`src/rtl/pwm_dual_slope.sv`:
```
module pwm_dual_slope (
  input  logic       clk,
  input  logic       rst,
  input  logic       tick,
  input  logic [1:0] res_sel,
  input  logic       cmp_wr_a,
  input  logic       cmp_wr_b,
  input  logic [9:0] cmp_wdata,
  input  logic       mode_wr,
  input  logic [1:0] mode_wdata_a,
  input  logic [1:0] mode_wdata_b,
  output logic [9:0] cnt_o,
  output logic       dir_down_o,
  output logic       pwm_a,
  output logic       pwm_b,
  output logic       oe_a,
  output logic       oe_b
);
  localparam int CW = 10;
  localparam int NCH = 2;

  logic [CW-1:0] cnt_q, cnt_nx, top_w;
  logic          dir_q, dir_nx, at_top_nx;

  assign top_w = (res_sel == 2'b00) ? 10'h0FF :
                 (res_sel == 2'b01) ? 10'h1FF : 10'h3FF;

  assign cnt_nx    = (dir_q || cnt_q >= top_w) ? cnt_q - 1'b1 : cnt_q + 1'b1;
  assign at_top_nx = (cnt_nx == top_w);
  assign dir_nx    = at_top_nx ? 1'b1 : (cnt_nx == '0) ? 1'b0 : dir_q;

  always_ff @(posedge clk) begin
    if (rst) begin
      cnt_q <= '0;
      dir_q <= 1'b0;
    end else if (tick) begin
      cnt_q <= cnt_nx;
      dir_q <= dir_nx;
    end
  end

  assign cnt_o      = cnt_q;
  assign dir_down_o = dir_q;

  logic [CW-1:0] shd_q [NCH];
  logic [CW-1:0] act_q [NCH];
  logic [1:0]    mode_q [NCH];
  logic          out_q [NCH];
  logic          wr_v [NCH];
  logic [1:0]    mdat_v [NCH];

  assign wr_v[0]   = cmp_wr_a;
  assign wr_v[1]   = cmp_wr_b;
  assign mdat_v[0] = mode_wdata_a;
  assign mdat_v[1] = mode_wdata_b;

  for (genvar i = 0; i < NCH; i++) begin : g_ch
    logic [CW-1:0] act_nx;
    logic          hit;

    assign act_nx = at_top_nx ? shd_q[i] : act_q[i];
    assign hit    = (cnt_nx == act_nx);

    always_ff @(posedge clk) begin
      if (rst) begin
        shd_q[i]  <= '0;
        act_q[i]  <= '0;
        mode_q[i] <= '0;
        out_q[i]  <= 1'b0;
      end else begin
        if (wr_v[i])  shd_q[i]  <= cmp_wdata;
        if (mode_wr)  mode_q[i] <= mdat_v[i];
        if (tick) begin
          act_q[i] <= act_nx;
          if (mode_q[i][1] && hit) out_q[i] <= mode_q[i][0] ^ dir_nx;
        end
      end
    end
  end

  assign pwm_a = out_q[0];
  assign pwm_b = out_q[1];
  assign oe_a  = mode_q[0][1];
  assign oe_b  = mode_q[1][1];
endmodule


```
`config.mk`:
```
export PLATFORM = sky130hd
export DESIGN_NAME = pwm_dual_slope
export DESIGN_NICKNAME = d
export VERILOG_FILES = /design/src/rtl/pwm_dual_slope.sv
export SDC_FILE = /design/constraint.sdc
export NUM_CORES = 1
export LEC_CHECK = 0
export BUFFER_PORTS_ARGS = -buffer_cell sky130_fd_sc_hd__buf_2
export CAP_MARGIN = 20
export CORE_AREA = 5 5 86 88
export CTS_BUF_LIST = sky130_fd_sc_hd__clkbuf_4
export CTS_CLUSTER_DIAMETER = 40
export DETAILED_ROUTE_END_ITERATION = 8
export DIE_AREA = 0 0 91 93
export PLACE_DENSITY_LB_ADDON = 0.2
export RECOVER_POWER = 100
export SLEW_MARGIN = 20
export SYNTH_ARGS = -nofsm -noshare
export SYNTH_HDL_FRONTEND = slang
export SYNTH_SLANG_ARGS = --single-unit
```
`constraint.sdc`:
```
create_clock -name clk -period 6.65 [get_ports clk]
set_input_delay 1.6625 -clock clk [delete_from_list [all_inputs] [get_ports clk]]
set_output_delay 1.6625 -clock clk [all_outputs]
set_load 0.01 [all_outputs]
```
==> flow_summary_export.csv, run 1 <==
group,metric,value,unit
critical_path,cp-start-kind,"primary input",
sta,rsz0062_at_grt,"no",
sta,timing.setup.tns,0,ns
place,dp_cells,522,
power_and_ir_drop,p_leak,1.661,nW
detailed_routing,first_pass_iters,6,
final_layout,fillers,559,
place,gp_congestion,0.9541,
global_route,grt_pass1_wl,16.78,mm
global_route,grtUsageMet2,42.43,%
final_layout,mostFrequentLayoutCells,"53 x nand2_1, 46 x edfxtp_1, 31 x nor2_1",
power_and_ir_drop,p_per_area,224.5,nW/um^2
min_path,hold_path.class,"flop to flop",
final_layout,diodes,0,
clock_tree,clk_pin_slew,0.11,ns
detailed_routing,routed_wl,10.42,mm
sta,tightest_slew,0.9093,ns
logic_synthesis,ys_async_sr_fraction,0,%
global_route,grt_overflow_total,0,
place,port_buffers,36,
final_layout,fin_area,4377,um^2
floorplanning,dieWidth,91,um
global_route,antenna_found_initial,0,
sta,finalSetupViolCount,0,
logic_synthesis,yosys-mux-area-fraction,3.039,%
critical_path,cp-end-kind,"flop",
clock_tree,cts_max_path_buffers,2,
floorplanning,core_area,6569,um^2
critical_path,critical_path_class,"primary input to flop",
sta,setup_slack,0.4516,ns
power_and_ir_drop,p_int,666.5,uW
floorplanning,die_h,93,um
clock_tree,cts.sinks,57,
logic_synthesis,syn_avg_cell_area,9.664,um^2
min_path,min_from,"cnt_o[7]",
sta,fin_crit_sh,93.21,%
logic_synthesis,syn_inst,409,
detailed_routing,drtIter0Drc,342,
floorplanning,io-pin-count,37,
clock_tree,clockRootBuffer,"clkbuf_4",
power_and_ir_drop,pwr-share-seq,44.7,%
global_route,use_met3,5.229,%
logic_synthesis,yosysSeqAreaShare,40.52,%
power_and_ir_drop,power_switching,316.0,uW
logic_synthesis,synth_adder_area_share,4.622,%
power_and_ir_drop,clock_power_share,29.7,%
power_and_ir_drop,power,982.5,uW
place,dpl_cell_area,4252,um^2
logic_synthesis,synth_cell_type_count,68,
clock_tree,h-tree-depth,3,
clock_tree,postCtsSetupBuffers,0,
critical_path,reg2reg_slack,1.70,ns
sta,fin_skew,0.02347,ns
final_layout,final_net_count,489,
status,status,"finished, final reports clean",
sta,maxSlewViolCount,0,
power_and_ir_drop,comb_power_share,25.6,%
critical_path,critPathSlowestCell,"xnor3_2",
detailed_routing,wire_per_inst,19.37,um
final_layout,seqCellArea,1602,um^2
global_route,grt_max_degree,23,
critical_path,critPathMaxFanout,10,
detailed_routing,detail-route-antenna-nets,0,
clock_tree,cts.repair.resized,0,
floorplanning,initial_core_util,60.17,%
detailed_routing,drc_errors,0,
clock_tree,cts_hold_buffers,0,
place,place_ws,0.07076,ns
critical_path,crit_path_start,"res_sel[0]",
final_layout,layout_commonest_cell,"nand2_1",
detailed_routing,vias_per_cell,6.357,
logic_synthesis,ys.flop_type,"edfxtp_1",
run,maxCapViolations,0,
logic_synthesis,synth_compound_area_share,19.15,%
sta,relSlewSlack,39.38,%
clock_tree,numCtsBuffers,9,
global_route,grtUsageTotal,25.24,%
final_layout,drive_gt1_share,13.54,%
place,place_hpwl,8.057,mm
logic_synthesis,synth-edff-count,46,
floorplanning,std_cell_rows,30,
logic_synthesis,synth_top_family_by_area,"simple AND/OR/NAND/NOR gates",
sta,fmax,161.3,MHz
global_route,grt_pass1_vias,3363,
logic_synthesis,synth-xor-area-share,8.515,%
global_route,busiest_layer,"met2",
clock_tree,tritoncts,"yes",
critical_path,rr_startpoint,"cnt_o[8]",
final_layout,multi_input_area,2253,um^2
power_and_ir_drop,swShare,32.16,%
sta,min_period,6.198,ns
clock_tree,clk-insertion-delay-late,0.41,ns
sta,hold_viol_final,0,
critical_path,cp.required,6.78,ns
final_layout,finalNonFillerCells,538,
logic_synthesis,synth-seq-cells,57,
detailed_routing,vias,3420,
logic_synthesis,synth_area,3953,um^2
global_route,grt_use_met1,29.55,%
logic_synthesis,synth_nets,445,
critical_path,slowest_delay,0.45,ns
power_and_ir_drop,ir_drop,0.1671,mV
final_layout,areaGrowthSynthToFinish,10.73,%
critical_path,worstPathArrival,6.33,ns
logic_synthesis,ys_warn_count,0,
logic_synthesis,yosys.area_share.simple,21.68,%
floorplanning,die_area,8463,um^2
critical_path,crit_chain,"buf_2, or2_2, inv_1, ha_1, nand4_1, or2_2, nor2_1, o21ai_0, nand2_1, ha_1, a211oi_4, o31ai_4, a21oi_2, xnor3_2, a2111oi_4, buf_4, mux2i_1, xnor2_1, o2111ai_1, o21bai_1",
through the flow:
step                      hold WS, ns  util (%)
after detailed placement       0.5542     64.72
final                          0.5694     66.63
after floorplan                0.5214         -
after global routing           0.6085     66.63
after global placement         0.5296     64.72
after CTS                      0.5691     67.12
synthesized netlist by cell type, types with 2 or more instances:
master     instances  area share, %
and4_1             2           0.44
o41ai_1            2           0.44
edfxtp_1          46             35
o21ai_0           15            1.9
ha_1              13            4.1
mux2i_1           12            3.0
nor2b_1            5           0.79
or2_2              8            1.3
nand2b_1           3           0.47
clkbuf_1          11            1.0
xor2_1             8            1.8
inv_1              7           0.66
o21a_1             7            1.3
and3_1             2           0.32
nor2_1            31            2.9
a311oi_1           2           0.44
nor4_1             5           0.79
nand4_1            4           0.63
o21bai_1           3           0.57
a21o_1             6            1.1
a221oi_1           2           0.44
a21oi_1           29            3.7
a2111oi_0          4           0.89
nand2_1           53            5.0
nand3_1            5           0.63
a221o_1            4            1.0
xnor2_1           22            4.9
buf_6              2           0.57
o2111ai_1          4           0.89
and2_1            29            4.6
a211oi_1           4           0.76
or2_1              3           0.47
dfxtp_1           11            5.6
buf_1              2           0.19
or3_1              2           0.32
nor3_1             9            1.1
sequential cells by signal (all words and copies together) (netlist names):
| name | cells |
|---|---|
| cnt_o | 10 |
| out_q | 2 |
| act_q | 20 |
| dir_down_o | 1 |
| shd_q | 20 |
| mode_q | 4 |
layout make-up:
type	instances	share of cell area, %
clock inverters	6	1.887
well taps	80	2.287
multi-input cells	330	51.49
inverters	7	0.6003
clock buffers	10	1.715
flip-flops and latches	57	36.59
repair buffers	48	5.432
kinds of logic (layout without fill, tap and decap cells):
kind of cell | Yosys count | after routing
AND/OR/NAND/NOR | 169 | 169
multiplexers | 12 | 12
adder cells (fa/ha/maj) | 14 | 14
buffers and inverters | 22 | 71
AO/OA/AOI/OAI | 102 | 102
XOR/XNOR | 33 | 33
flip-flops | 57 | 57
metal layers:
| layer | share of wire [%] | routed length [um] | up-vias |
|---|---|---|---|
| met5 | 0 | 0 | - |
| met4 | 6.5 | 678 | 0 |
| met3 | 6.6 | 688 | 62 |
| met2 | 47 | 4935 | 155 |
| met1 | 40 | 4117 | 1605 |
| li1 | - | - | 1598 |
critical path, delay by kind of cell:
kind	cells	cell delay, ns
AO/OA/AOI/OAI	7	1.63
AND/OR/NAND/NOR	5	1.12
XOR/XNOR	2	0.61
adder cells (fa/ha/maj)	2	0.51
buffers and inverters	3	0.47
multiplexers	1	0.30
power by group through the flow:
stage               clock [mW]  combinational, mW  sequential [mW]
CTS                      0.294              0.251            0.438
floorplan                    0              0.176            0.439
detailed placement           0              0.250            0.446
global route             0.310              0.272            0.443
finish                   0.292              0.251            0.439
global placement             0              0.244            0.446
final timing paths:
kind / end / cells after the start
worst max-delay path: out_q[1] / 20
worst min-delay path: cnt_o[7] / 2
worst max register to register: out_q[1] / 17
worst min register to register: cnt_o[7] / 2
Note: power is estimated with default switching activity, not from simulation.
==> run 2, diff against run 1 <==
--- a/config.mk
+++ b/config.mk
@@ -5,13 +5,16 @@
 export SDC_FILE = /design/constraint.sdc
 export NUM_CORES = 1
 export LEC_CHECK = 0
+export ABC_AREA = 1
 export BUFFER_PORTS_ARGS = -buffer_cell sky130_fd_sc_hd__buf_2
 export CAP_MARGIN = 20
-export CORE_AREA = 5 5 86 88
+export CELL_PAD_IN_SITES_DETAIL_PLACEMENT = 1
+export CELL_PAD_IN_SITES_GLOBAL_PLACEMENT = 2
+export CORE_AREA = 5 5 109 111
 export CTS_BUF_LIST = sky130_fd_sc_hd__clkbuf_4
 export CTS_CLUSTER_DIAMETER = 40
 export DETAILED_ROUTE_END_ITERATION = 8
-export DIE_AREA = 0 0 91 93
+export DIE_AREA = 0 0 114 116
 export PLACE_DENSITY_LB_ADDON = 0.2
 export RECOVER_POWER = 100
 export SLEW_MARGIN = 20
==> run 2 against run 1 <==
  * The flow now finishes with violations (max-capacitance violations, max-slew violations)
  * Worst setup slack better by 0.63 ns
  * Clock skew down 0.0058 ns
  * First-iteration DRC count down 50%
  * Design area down 7.3%
  * Sequential power is 4.6% lower
  * Non-clock buffer count fell by 9
  * Worst hold slack lost 0.037 ns
  * Critical path type unchanged
  * Global-route usage shrank 8.2 points
  * Largest cell class is now flip-flops and latches
==> flow_summary_export.csv, run 2 <==
group,metric,value,unit
sta,fin_hold_ws,0.5325,ns
critical_path,slowest_delay,0.60,ns
logic_synthesis,synth-edff-count,46,
critical_path,worstPathArrival,5.70,ns
sta,timing.setup.tns,0,ns
floorplanning,std_cell_rows,38,
floorplanning,initial_core_util,34.25,%
logic_synthesis,synth_top_cell_by_area,"edfxtp_1",
global_route,grt_pass1_wl,17.35,mm
clock_tree,tritoncts,"yes",
final_layout,mostFrequentLayoutCells,"149 x nand2_1, 95 x inv_1, 67 x nor2_1",
floorplanning,core_area,10700,um^2
global_route,antenna_found_initial,1,
logic_synthesis,synth_nets,533,
logic_synthesis,syn_avg_cell_area,7.371,um^2
logic_synthesis,yosysSeqAreaShare,43.72,%
logic_synthesis,ys_async_sr_fraction,0,%
sta,min_period,5.568,ns
final_layout,multi_input_area,1579,um^2
critical_path,cp-end-kind,"flop",
detailed_routing,wire_per_inst,15.30,um
critical_path,worst-path-buf-inv,3,
sta,finalSetupViolCount,0,
place,place_hpwl,8.197,mm
detailed_routing,vias_per_cell,4.662,
global_route,grtUsageTotal,17.07,%
clock_tree,clockRootBuffer,"clkbuf_4",
power_and_ir_drop,ir_drop,0.1033,mV
critical_path,cp-start-kind,"primary input",
global_route,grt_max_degree,31,
logic_synthesis,yosysTopAreaCellShare,37.70,%
detailed_routing,drtIter0Drc,171,
logic_synthesis,synth_cell_type_count,31,
critical_path,cpLargestDelayFamily,"simple AND/OR/NAND/NOR gates",
sta,fin_skew,0.01770,ns
place,place_ws,0.9621,ns
sta,rsz0062_at_grt,"no",
critical_path,cp_num_cells,25,
final_layout,layout_commonest_cell,"nand2_1",
logic_synthesis,synth-seq-cells,57,
clock_tree,clk_pin_slew,0.11,ns
min_path,hold_depth,2,
status,status,"complete, but fails checks",
sta,fmax,179.6,MHz
critical_path,crit_top_cell,"nand2_1",
clock_tree,clk-insertion-delay-late,0.43,ns
power_and_ir_drop,p_per_area,188.7,nW/um^2
floorplanning,io-pin-count,37,
critical_path,crit_path_start,"res_sel[1]",
clock_tree,cts.sinks,57,
place,gp_congestion,0.8319,
sta,tightest_slew,2.276,ns
global_route,grt_pass1_vias,3301,
final_layout,areaGrowthSynthToFinish,10.79,%
sta,setup_slack,1.082,ns
clock_tree,cts.repair.resized,0,
min_path,hold_path.class,"flop to flop",
logic_synthesis,ys_warn_count,0,
detailed_routing,vias,3189,
logic_synthesis,synth_area_leaders,"edfxtp_1 38%, nand2_1 15%, inv_1 9.6%",
place,dpl_cell_area,3984,um^2
critical_path,rr_startpoint,"cnt_o[0]",
clock_tree,h-tree-depth,3,
clock_tree,numCtsBuffers,9,
final_layout,drive_gt1_share,9.761,%
final_layout,fillers,1384,
logic_synthesis,ys.flop_type,"edfxtp_1",
logic_synthesis,syn_inst,497,
final_layout,seqCellArea,1602,um^2
sta,hold_viol_final,0,
clock_tree,cts_hold_buffers,0,
run,maxCapViolations,1,
final_layout,fin_area,4059,um^2
power_and_ir_drop,p_leak,2.020,nW
place,port_buffers,36,
floorplanning,die_area,13220,um^2
logic_synthesis,synth_area,3664,um^2
critical_path,reg2reg_depth,22,
critical_path,critical_path_class,"primary input to flop",
clock_tree,postCtsSetupBuffers,0,
place,dp_cells,667,
detailed_routing,first_pass_iters,4,
sta,maxSlewViolCount,31,
status,violations,"max-capacitance violations, max-slew violations",
critical_path,cp.required,6.79,ns
clock_tree,cts_max_path_buffers,2,
sta,relSlewSlack,-51.71,%
logic_synthesis,yosys-top-cells-count,"143 x nand2_1, 94 x inv_1, 66 x nor2_1",
final_layout,finalNonFillerCells,684,
critical_path,critPathMaxFanout,22,
final_layout,post-route-util,37.94,%
floorplanning,die_h,116,um
sta,fin_crit_sh,83.73,%
min_path,min_from,"cnt_o[3]",
final_layout,final_net_count,574,
power_and_ir_drop,power,765.9,uW
detailed_routing,routed_wl,10.47,mm
global_route,grt_overflow_total,0,
detailed_routing,drc_errors,0,
floorplanning,dieWidth,114,um
critical_path,critPathSlowestCell,"xnor2_1",
logic_synthesis,yosysMostFrequentCell,"nand2_1",
detailed_routing,detail-route-antenna-nets,0,
[run 2: final cells by class]
cell class	count	area share, %
multi-input combinational	329	38.90
inverter	102	9.433
timing repair buffer	39	4.439
clock inverter	7	1.726
clock buffer	9	1.665
sequential	57	39.46
tap	140	4.316
antenna	1	0.06165
[run 2: routing by layer]
metal	global-route usage, %	up-vias	share of wire (%)
li1	-	1629	-
met1	23.56	1491	50
met2	27.01	56	45
met3	2.715	13	3.7
met4	6.492	0	1.5
met5	0	-	0
[run 2: path summary, 6_finish.rpt]
check	end	slack, ns
max reg2reg	out_q[0]	2.17
min	cnt_o[3]	0.53
min reg2reg	cnt_o[3]	0.53
max	out_q[0]	1.08
[run 2: cell families after synthesis]
| family | Yosys count | share of synthesized area [%] |
|---|---|---|
| DFF | 57 | 43.72 |
| buffers and inverters | 111 | 12.02 |
| and+or+nand+nor | 296 | 35.52 |
| AOI/OAI and AO/OA | 15 | 2.596 |
| xor gates and xnor gates | 4 | 1.161 |
| adders and majority gates | 14 | 4.986 |
[run 2: report_power, final]
group          leakage, nW  total [mW]  switching, mW  internal, mW
sequential           0.589       0.419         0.0109         0.408
clock               0.0761       0.263          0.148         0.114
combinational         1.35      0.0844         0.0567        0.0276
[run 2: worst min-delay path, delay by kind of cell (launching register included)]
family                 cells  cell delay, ns
buffers and inverters      1            0.06
DFF                        1            0.36
AOI/OAI and AO/OA          1            0.07
==> run 3, diff against run 2 <==
--- a/config.mk
+++ b/config.mk
@@ -5,16 +5,16 @@
 export SDC_FILE = /design/constraint.sdc
 export NUM_CORES = 1
 export LEC_CHECK = 0
-export ABC_AREA = 1
+export ABC_AREA = 0
 export BUFFER_PORTS_ARGS = -buffer_cell sky130_fd_sc_hd__buf_2
 export CAP_MARGIN = 20
 export CELL_PAD_IN_SITES_DETAIL_PLACEMENT = 1
 export CELL_PAD_IN_SITES_GLOBAL_PLACEMENT = 2
-export CORE_AREA = 5 5 109 111
+export CORE_AREA = 5 5 111 113
 export CTS_BUF_LIST = sky130_fd_sc_hd__clkbuf_4
 export CTS_CLUSTER_DIAMETER = 40
 export DETAILED_ROUTE_END_ITERATION = 8
-export DIE_AREA = 0 0 114 116
+export DIE_AREA = 0 0 116 118
 export PLACE_DENSITY_LB_ADDON = 0.2
 export RECOVER_POWER = 100
 export SLEW_MARGIN = 20
==> constraint.sdc (replaced) <==
create_clock -name clk -period 4.95 [get_ports clk]
set_input_delay 1.2375 -clock clk [delete_from_list [all_inputs] [get_ports clk]]
set_output_delay 1.2375 -clock clk [all_outputs]
set_load 0.01 [all_outputs]
==> run 3 against run 2 <==
  * The run ends with negative setup slack left
  * Global-route usage up 4.1 points
  * Non-clock buffer count up 107
  * Sequential power up 42%
  * Total power up 87%
  * Via count up 19%
  * Sequential share of layout area down 11 points
  * Flip-flop and latch count unchanged
  * Worst setup slack worse by 1.2 ns
  * Clock-buffer cell count up 1
  * Critical path type unchanged
  * Largest cell class is now multi-input gates
==> flow_summary_export.csv, run 3 (synthesized netlist as in run 1, its figures left out) <==
group,metric,value,unit
sta,fin_hold_ws,0.5825,ns
sta,rsz0062_at_grt,"yes",
final_layout,diodes,0,
clock_tree,numCtsBuffers,9,
clock_tree,cts_max_path_buffers,2,
critical_path,slowest_delay,0.46,ns
critical_path,cp.required,5.12,ns
final_layout,layout_commonest_cell,"buf_4",
clock_tree,clk_pin_slew,0.12,ns
sta,finalSetupViolCount,4,
final_layout,fillers,1302,
global_route,grt_overflow_total,0,
global_route,antenna_found_initial,0,
sta,fin_skew,0.02147,ns
power_and_ir_drop,p_leak,2.218,nW
critical_path,critPathMaxFanout,7,
place,dpl_cell_area,5046,um^2
status,violations,"negative setup slack",
global_route,grt_pass1_vias,3986,
floorplanning,die_h,118,um
place,port_buffers,36,
final_layout,mostFrequentLayoutCells,"103 x buf_4, 52 x nand2_1, 46 x edfxtp_1",
critical_path,reg2reg_slack,0.51,ns
final_layout,drive_gt1_share,39.39,%
clock_tree,h-tree-depth,3,
sta,setup_slack,-0.1248,ns
critical_path,crit_path_start,"res_sel[1]",
global_route,grt_pass1_wl,21.88,mm
final_layout,fin_area,5634,um^2
sta,maxSlewViolCount,0,
power_and_ir_drop,power,1.432,mW
detailed_routing,first_pass_iters,4,
run,maxCapViolations,0,
power_and_ir_drop,ir_drop,0.1637,mV
floorplanning,die_area,13690,um^2
detailed_routing,vias_per_cell,5.413,
sta,tightest_slew,1.073,ns
sta,fmax,197.1,MHz
detailed_routing,drc_errors,0,
critical_path,rr_startpoint,"cnt_o[8]",
floorplanning,std_cell_rows,39,
critical_path,rr_endpoint,"out_q[1]",
clock_tree,cts.sinks,57,
critical_path,cpLargestDelayFamily,"compound AO/OA/AOI/OAI gates",
floorplanning,dieWidth,116,um
sta,timing.setup.tns,-0.2859,ns
power_and_ir_drop,p_per_area,254.1,nW/um^2
critical_path,cp-start-kind,"primary input",
final_layout,multi_input_area,2678,um^2
detailed_routing,drtIter0Drc,146,
detailed_routing,detail-route-antenna-nets,0,
sta,fin_crit_sh,102.5,%
critical_path,worstPathArrival,5.25,ns
global_route,grt_max_degree,23,
critical_path,critPathSlowestCell,"o31ai_4",
status,status,"complete, but fails checks",
place,place_hpwl,10.91,mm
final_layout,areaGrowthSynthToFinish,42.55,%
critical_path,cp-endpoint,"out_q[0]",
critical_path,critical_path_class,"primary input to flop",
place,gp_congestion,0.9447,
detailed_routing,vias,3784,
floorplanning,core_area,11220,um^2
final_layout,post-route-util,50.20,%
sta,hold_viol_final,0,
critical_path,worst-path-buf-inv,3,
final_layout,seqCellArea,1602,um^2
critical_path,cp-end-kind,"flop",
detailed_routing,routed_wl,14.49,mm
floorplanning,io-pin-count,37,
clock_tree,tritoncts,"yes",
clock_tree,clockRootBuffer,"clkbuf_4",
critical_path,reg2reg_depth,19,
clock_tree,clk-insertion-delay-late,0.45,ns
detailed_routing,wire_per_inst,20.74,um
sta,min_period,5.075,ns
critical_path,cp_num_cells,20,
floorplanning,initial_core_util,35.22,%
sta,relSlewSlack,28.48,%
critical_path,crit_chain,"buf_6, or2_4, inv_4, ha_4, nand4_1, or2_4, nor2_2, o21ai_2, nand2_4, ha_4, a211oi_4, o31ai_4, buf_12, xor2_4, and4_4, o211ai_1, a221oi_2, nand4_1, a2111o_1, o21bai_1",
global_route,grtUsageTotal,21.17,%
min_path,hold_path.class,"flop to flop",
final_layout,final_net_count,587,
## run 3: cell types whose count changed in the layout (fill, tap and decap cells not counted), moves of 16 or more
cell     previous run  this run
buf_4               3       103
nand2_1           149        52
inv_1              95         6
nand3_1            47         5
nor2_1             67        28
a21oi_1             4        25
and2_0              1        17
xnor2_1             2        18
## run 3: worst min-delay path by stage
| stage | startpoint | depth (start not counted) | end |
|---|---|---|---|
| floorplan | cnt_o[7] | 2 | cnt_o[7] |
| global placement | cnt_o[9] | 2 | cnt_o[9] |
| detailed placement | cnt_o[9] | 2 | cnt_o[9] |
| CTS | cnt_o[9] | 2 | cnt_o[9] |
| global route | cnt_o[9] | 2 | cnt_o[9] |
| finish | cnt_o[9] | 2 | cnt_o[9] |
## run 3: routing by layer
metal  share of wire, %  vias up  global-route usage (%)
li1                   -     1798                       -
met1                 41     1864                   25.09
met2                 52       84                   36.80
met3                3.5       38                   3.959
met4                4.1        0                   8.992
met5                  0        -                       0
## run 3: worst register-to-register path, delay by kind of cell, from the launching register on
family	cells	cell delay (ns)
flops	1	0.40
xor+xnor	1	0.37
mux	1	0.25
compound gates	7	1.13
buf+inv	3	0.45
fa+ha+maj	2	0.67
simple gates	5	0.89
## run 3: layout make-up
type | count | share of cell area (%)
clock buffer | 10 | 1.332
tap | 143 | 3.176
sequential | 57 | 28.43
inverter | 7 | 0.5108
clock inverter | 6 | 0.6218
timing repair buffer | 146 | 18.41
multi-input combinational | 330 | 47.52
## run 3: what timing repair did
item	4_1_cts	5_1_grt
gates resized for setup	34	28
setup endpoints to repair	4	18
hold buffers	0	0
hold endpoints to repair	0	0
pin swaps	23	33
cloned	0	0
setup buffers	12	10
## run 3: per-stage QoR
stage	worst slack, ns	std cells
after global routing	-0.2664	699
after CTS	0.0007114	689
after floorplan	-0.2507	409
after detailed placement	-0.6701	661
final	-0.1248	699
after global placement	-0.5622	661
## run 3: power breakdown
group | leakage [nW] | switching, mW | internal, mW | total, mW
Combinational | 1.57 | 0.276 | 0.266 | 0.542
Clock | 0.0551 | 0.192 | 0.104 | 0.296
Sequential | 0.590 | 0.0393 | 0.554 | 0.594
Total | 2.22 | 0.507 | 0.924 | 1.43
